[config.mk]
export PLATFORM = sky130hd
export DESIGN_NAME = pinctl_top
export DESIGN_NICKNAME = d
export VERILOG_FILES = /design/src/rtl/pinctl_pkg.sv /design/src/rtl/pinctl_seq.sv /design/src/rtl/pinctl_cfg_latch.sv /design/src/rtl/pinctl_pin_drv.sv /design/src/rtl/pinctl_top.sv
export SDC_FILE = /design/constraint.sdc
export NUM_CORES = 1
export LEC_CHECK = 0
export BUFFER_PORTS_ARGS = -buffer_cell sky130_fd_sc_hd__clkbuf_2
export CAP_MARGIN = 20
export CORE_UTILIZATION = 25
export CTS_CLUSTER_DIAMETER = 150
export DETAILED_ROUTE_END_ITERATION = 8
export GPL_TIMING_DRIVEN = 0
export SLEW_MARGIN = 15
export SYNTH_ARGS = -nofsm -noshare
export SYNTH_HDL_FRONTEND = slang
export SYNTH_SLANG_ARGS = --single-unit
[constraint.sdc]
create_clock -name clk -period 0.92 [get_ports clk]
set_input_delay 0 -clock clk [delete_from_list [all_inputs] [get_ports clk]]
set_output_delay 0 -clock clk [all_outputs]
set_load 0.1 [all_outputs]
[src/rtl/pinctl_pkg.sv]
package pinctl_pkg;

    typedef enum logic [1:0] {
        ST_RESET    = 2'd0,
        ST_MODE_SET = 2'd1,
        ST_CFG_SET  = 2'd2,
        ST_SETTLED  = 2'd3
    } boot_state_t;

    typedef enum logic [1:0] {
        ROLE_SLEEP = 2'd0,
        ROLE_BHE   = 2'd1,
        ROLE_READY = 2'd2,
        ROLE_WIDTH = 2'd3
    } pin_role_t;

    localparam int unsigned NUM_PINS = 4;

endpackage

[src/rtl/pinctl_seq.sv]
module pinctl_seq
    import pinctl_pkg::*;
(
    input  logic clk,
    input  logic rst_n,
    input  logic cfg_done,
    input  logic mode_wr,
    output logic fetched,
    output logic written,
    output logic take_cfg
);

    boot_state_t state_q;
    boot_state_t state_d;

    always_ff @(posedge clk) begin
        if (!rst_n) begin
            state_q <= ST_RESET;
        end else begin
            state_q <= state_d;
        end
    end

    always_comb begin
        state_d = state_q;
        unique case (state_q)
            ST_RESET: begin
                if (cfg_done && mode_wr) begin
                    state_d = ST_SETTLED;
                end else if (cfg_done) begin
                    state_d = ST_CFG_SET;
                end else if (mode_wr) begin
                    state_d = ST_MODE_SET;
                end
            end
            ST_MODE_SET: begin
                if (cfg_done) begin
                    state_d = ST_SETTLED;
                end
            end
            ST_CFG_SET: begin
                if (mode_wr) begin
                    state_d = ST_SETTLED;
                end
            end
            ST_SETTLED: begin
                state_d = ST_SETTLED;
            end
            default: begin
                state_d = ST_RESET;
            end
        endcase
    end

    always_comb begin
        fetched  = 1'b0;
        written  = 1'b0;
        unique case (state_q)
            ST_RESET:    begin fetched = 1'b0; written = 1'b0; end
            ST_MODE_SET: begin fetched = 1'b0; written = 1'b1; end
            ST_CFG_SET:  begin fetched = 1'b1; written = 1'b0; end
            ST_SETTLED:  begin fetched = 1'b1; written = 1'b1; end
            default:     begin fetched = 1'b0; written = 1'b0; end
        endcase
        take_cfg = cfg_done && !fetched;
    end

endmodule

[src/rtl/pinctl_cfg_latch.sv]
module pinctl_cfg_latch #(
    parameter int unsigned WAIT_W = 3
) (
    input  logic              clk,
    input  logic              rst_n,
    input  logic              take_cfg,
    input  logic              cfg_wide_bus,
    input  logic [WAIT_W-1:0] cfg_wait_ctl,
    output logic              wide_q,
    output logic              sys_ready_q
);

    localparam logic [WAIT_W-1:0] READY_CODE = {WAIT_W{1'b1}};

    always_ff @(posedge clk) begin
        if (!rst_n) begin
            wide_q      <= 1'b0;
            sys_ready_q <= 1'b0;
        end else if (take_cfg) begin
            wide_q      <= cfg_wide_bus;
            sys_ready_q <= (cfg_wait_ctl == READY_CODE);
        end
    end

endmodule

[src/rtl/pinctl_pin_drv.sv]
module pinctl_pin_drv
    import pinctl_pkg::*;
#(
    parameter pin_role_t ROLE = ROLE_SLEEP
) (
    input  logic fetched,
    input  logic written,
    input  logic wide_q,
    input  logic sys_ready_q,
    input  logic mode_bit,
    input  logic data_bit,
    input  logic bhe_n_in,
    output logic pull,
    output logic drive,
    output logic val
);

    always_comb begin
        pull  = 1'b0;
        drive = 1'b0;
        val   = 1'b0;
        unique case (ROLE)
            ROLE_SLEEP, ROLE_WIDTH: begin
                // released only by software
                pull  = !written;
                drive = written && !mode_bit;
                val   = drive && data_bit;
            end
            ROLE_BHE: begin
                if (!fetched) begin
                    pull = 1'b1;
                end else if (wide_q) begin
                    drive = 1'b1;
                    val   = bhe_n_in;
                end else if (!written) begin
                    pull = 1'b1;
                end else begin
                    drive = 1'b1;
                    val   = mode_bit ? bhe_n_in : data_bit;
                end
            end
            ROLE_READY: begin
                if (!fetched) begin
                    pull = 1'b1;
                end else if (!sys_ready_q && !mode_bit) begin
                    drive = 1'b1;
                    val   = data_bit;
                end
            end
            default: begin
                pull = 1'b1;
            end
        endcase
    end

endmodule

[src/rtl/pinctl_top.sv]
module pinctl_top
    import pinctl_pkg::*;
#(
    parameter int unsigned WAIT_W = 3
) (
    input  logic              clk,
    input  logic              rst_n,
    input  logic              cfg_done,
    input  logic              cfg_wide_bus,
    input  logic [WAIT_W-1:0] cfg_wait_ctl,
    input  logic              mode_wr,
    input  logic [3:0]        wr_mode,
    input  logic [3:0]        wr_data,
    input  logic              bhe_n_in,
    input  logic [3:0]        pad_in,
    output logic [3:0]        pull_en,
    output logic [3:0]        drive_en,
    output logic [3:0]        drive_val,
    output logic              bus_ready,
    output logic              lock_hazard
);

    localparam int unsigned READY_IDX = 2;

    logic       fetched;
    logic       written;
    logic       take_cfg;
    logic       wide_q;
    logic       sys_ready_q;
    logic [3:0] mode_q;
    logic [3:0] data_q;

    pinctl_seq u_seq (
        .clk      (clk),
        .rst_n    (rst_n),
        .cfg_done (cfg_done),
        .mode_wr  (mode_wr),
        .fetched  (fetched),
        .written  (written),
        .take_cfg (take_cfg)
    );

    pinctl_cfg_latch #(.WAIT_W(WAIT_W)) u_cfg (
        .clk          (clk),
        .rst_n        (rst_n),
        .take_cfg     (take_cfg),
        .cfg_wide_bus (cfg_wide_bus),
        .cfg_wait_ctl (cfg_wait_ctl),
        .wide_q       (wide_q),
        .sys_ready_q  (sys_ready_q)
    );

    always_ff @(posedge clk) begin
        if (!rst_n) begin
            mode_q <= 4'b0000;
            data_q <= 4'b1111;
        end else if (mode_wr) begin
            mode_q <= wr_mode;
            data_q <= wr_data;
        end
    end

    for (genvar p = 0; p < NUM_PINS; p++) begin : g_pin
        localparam pin_role_t PIN_ROLE = pin_role_t'(p);
        pinctl_pin_drv #(.ROLE(PIN_ROLE)) u_drv (
            .fetched     (fetched),
            .written     (written),
            .wide_q      (wide_q),
            .sys_ready_q (sys_ready_q),
            .mode_bit    (mode_q[p]),
            .data_bit    (data_q[p]),
            .bhe_n_in    (bhe_n_in),
            .pull        (pull_en[p]),
            .drive       (drive_en[p]),
            .val         (drive_val[p])
        );
    end

    assign bus_ready   = sys_ready_q ? pad_in[READY_IDX] : 1'b1;
    assign lock_hazard = fetched && sys_ready_q && !mode_q[READY_IDX];

endmodule

==> impl_metrics.ini <==
[timing]
worstMarginPinSlew_ps = 146.4
rsz0062_at_grt = true
slew_violations = 0
fin_setup_tns_ps = -2522
finalSetupViolCount = 14
clock.fmax_ghz = 0.8233
hold_violations = 0
post-route-period-util = 1.320
setup_ws_ps = -294.6
final.min_clock_period_ps = 1215
max_slew_margin = 0.8996
skew_ps = 0.06437

[run]
drv_cap = 0

[power]
pwr-share-clk = 0.235
peakVddDrop_uv = 700.6
p_leak_nw = 0.6108
share_comb_of_total_power = 0.433
p_sw_frac = 0.3552
p_switching_mw = 0.6214
powerDensity_nw_per_um2 = 1343
p_seq_frac = 0.332
internal_power_mw = 1.128

[finish]
fin_cells = 137
nets = 131
fillCellCount = 182
syn2layout_area_growth_pct = 114.2
antenna_cells = 0
layout-drive-gt1-share = 0.6055

[route]
first_iter_violations = 0
drtPass1Iterations = 1
via_count = 559
antenna_left = 0
wirelength_um = 1523
drc_errors = 0
vias_per_cell = 4.080
avgRoutedWirePerCell_um = 11.12

[worst_setup_path]
cp_max_fo = 4
cp_top_family = flip-flops
cp-start-kind = register
cp_slowest_cell = dfxtp_4
arrival_ps = 1210
path_cells = nor2_2, nand2_1, a21oi_2, buf_4, clkbuf_16
max_stage_delay_ps = 360
end_kind = output port
required_ps = 920
path_buf_inv = 2
path_class = register to output port

[logic_synthesis]
yosys_warnings = 0
synth_top_flop_cell = dfxtp_1
synth_edf_count = 0
syn-cell-area_um2 = 608.1
yosysMostFrequentCell = buf_4
synthDominantCellAreaShare = 0.3951
synthTopCellsByCount = 13 x buf_4, 12 x dfxtp_1, 9 x mux2i_1
synth_nets = 87
avgSynthCellArea_um2 = 9.213
ys_types = 19
syn_inst = 66
synth_top_cell_by_area = dfxtp_1
ys_ff_latch = 12
async_reset_ff_frac = 0
yosysSeqAreaShare = 0.3951
synth_area_leaders = dfxtp_1 40%, buf_4 16%, mux2i_1 15%

[die]
die_h_um = 51.32
die_w_um = 51.32
initial_core_util = 0.2697
die_area_um2 = 2634
placement_rows = 17
core_um2 = 2255
pin_count = 35

[grt]
grt_pass1_wl_um = 2208
grt_antenna_before_repair = 0
met2_usage = 0.2127
grt_use_met3 = 0.02679
grt-ovfl-total = 0
grt_use_total = 0.1201
grt_max_degree = 11
first_global_vias = 524
met1_usage = 0.1306
busiest_layer = met2

[place]
gp_congestion = 0.6603
place_inst = 124
port_buffers = 30
hpwl_um = 969.2

[clock_tree]
cts_tree = done
htreeDepth = 1
path_clk_slew_ps = 70
cts_root_buffer = clkbuf_4
clockBufferDepth = 2
cts_made_buffers = 3
cts_sinks = 12
clk_latency_ps = 260

[hold_path]
hold_path_class = input pin to register

[outcome]
violations = setup timing
status = complete, but fails checks
==> stage by stage <==
step / total power, mW / setup slack (ps) / hold WS, ps / util / area (um2)
CTS: 1.743 / -279.4 / 0.5593 / 0.5588 / 1260
global placement: 1.108 / -330.6 / 222.3 / 0.3590 / 809.5
finish: 1.749 / -294.6 / 8.620 / 0.5777 / 1303
floorplan: 1.026 / -310.0 / 110.2 / - / 624.3
global route: 1.814 / -375.5 / 17.03 / 0.5777 / 1303
detailed placement: 1.114 / -366.3 / 225.1 / 0.3590 / 809.5
==> logic make-up (layout without fill, tap and decap cells) <==
| logic type | count (synthesis) | after routing | synth area share |
|---|---|---|---|
| AOI/OAI and AO/OA | 6 | 6 | 0.05759 |
| buffers and inverters | 17 | 60 | 0.1872 |
| DFF | 12 | 12 | 0.3951 |
| muxes | 9 | 9 | 0.1482 |
| and+or+nand+nor | 22 | 22 | 0.2119 |
==> final timing paths <==
path | startpoint | end | slack, ps | depth (start not counted)
worst max register to register | u_seq.state_q[1]$_SDFFE_PN0P_ | u_cfg.wide_q$_SDFFE_PN0P_ | 70 | 3
worst min register to register | data_q[2]$_SDFFE_PN1P_ | data_q[2]$_SDFFE_PN1P_ | 480 | 2
worst max-delay path | u_cfg.wide_q$_SDFFE_PN0P_ | drive_val[1] | -290 | 5
worst min-delay path | cfg_wide_bus | u_cfg.wide_q$_SDFFE_PN0P_ | 9 | 3
==> power groups by stage <==
| stage | clock network [mW] | registers (mW) | logic [mW] |
|---|---|---|---|
| 3_3_place_gp | 0 | 0.583 | 0.525 |
| 2_1_floorplan | 0 | 0.579 | 0.446 |
| 4_1_cts | 0.428 | 0.579 | 0.736 |
| 6_report | 0.411 | 0.581 | 0.757 |
| 5_1_grt | 0.440 | 0.585 | 0.789 |
| 3_5_place_dp | 0 | 0.585 | 0.529 |
==> state kept, by name, summed over array words and instances (netlist names) <==
name / cells
u_cfg.wide_q: 1
u_seq.state_q: 2
data_q: 4
mode_q: 4
u_cfg.sys_ready_q: 1
==> layer usage <==
metal,vias to the layer above,share of wire
met2,19,0.53
met4,0,0.0059
met3,2,0.052
li1,292,-
met5,-,0
met1,246,0.41
==> worst register-to-register path, delay by kind of cell, from the launching register on <==
| family | cells | cell delay, ps |
|---|---|---|
| muxes | 1 | 180 |
| and+or+nand+nor | 2 | 190 |
| DFF | 1 | 380 |
==> placed cells by master, fill, tap and decap left out <==
master and n:
clkbuf_2 16, clkbuf_16 14, dlygate4sd3_1 11, mux2i_1 9
buf_4 7, dfxtp_1 6, nand2_1 5, nor2b_1 5
buf_6 4, dfxtp_4 4, and2_4 3, clkbuf_4 3
nor2_4 2, nand2b_4 2, o21a_1 2, dfxtp_2 2
inv_6 1, inv_4 1, o21ai_2 1, nor2_2 1
o21ai_1 1, a21oi_2 1, inv_1 1, nor3_4 1
nor3b_4 1, buf_2 1, nand4_1 1, nand3_1 1
o21ai_0 1, clkbuf_8 1
==> timing repair <==
action | 4_1_cts | 5_1_grt
pin swaps | 10 | 3
setup endpoints to repair | 14 | 14
hold endpoints to repair | 10 | 0
buffers inserted | 2 | 2
hold buffers | 11 | 0
gates resized for setup | 63 | 10
==> cell type report <==
type	instances	area (um2)	share of cell area
flip-flops and latches	12	257.7	0.1979
well taps	28	35.03	0.02690
repair buffers	45	574.3	0.4409
plain buffers	8	68.82	0.05283
inverters	3	18.77	0.01441
multi-input cells	37	311.5	0.2392
clock buffers	4	36.28	0.02786
Note: power is estimated with default switching activity, not from simulation.
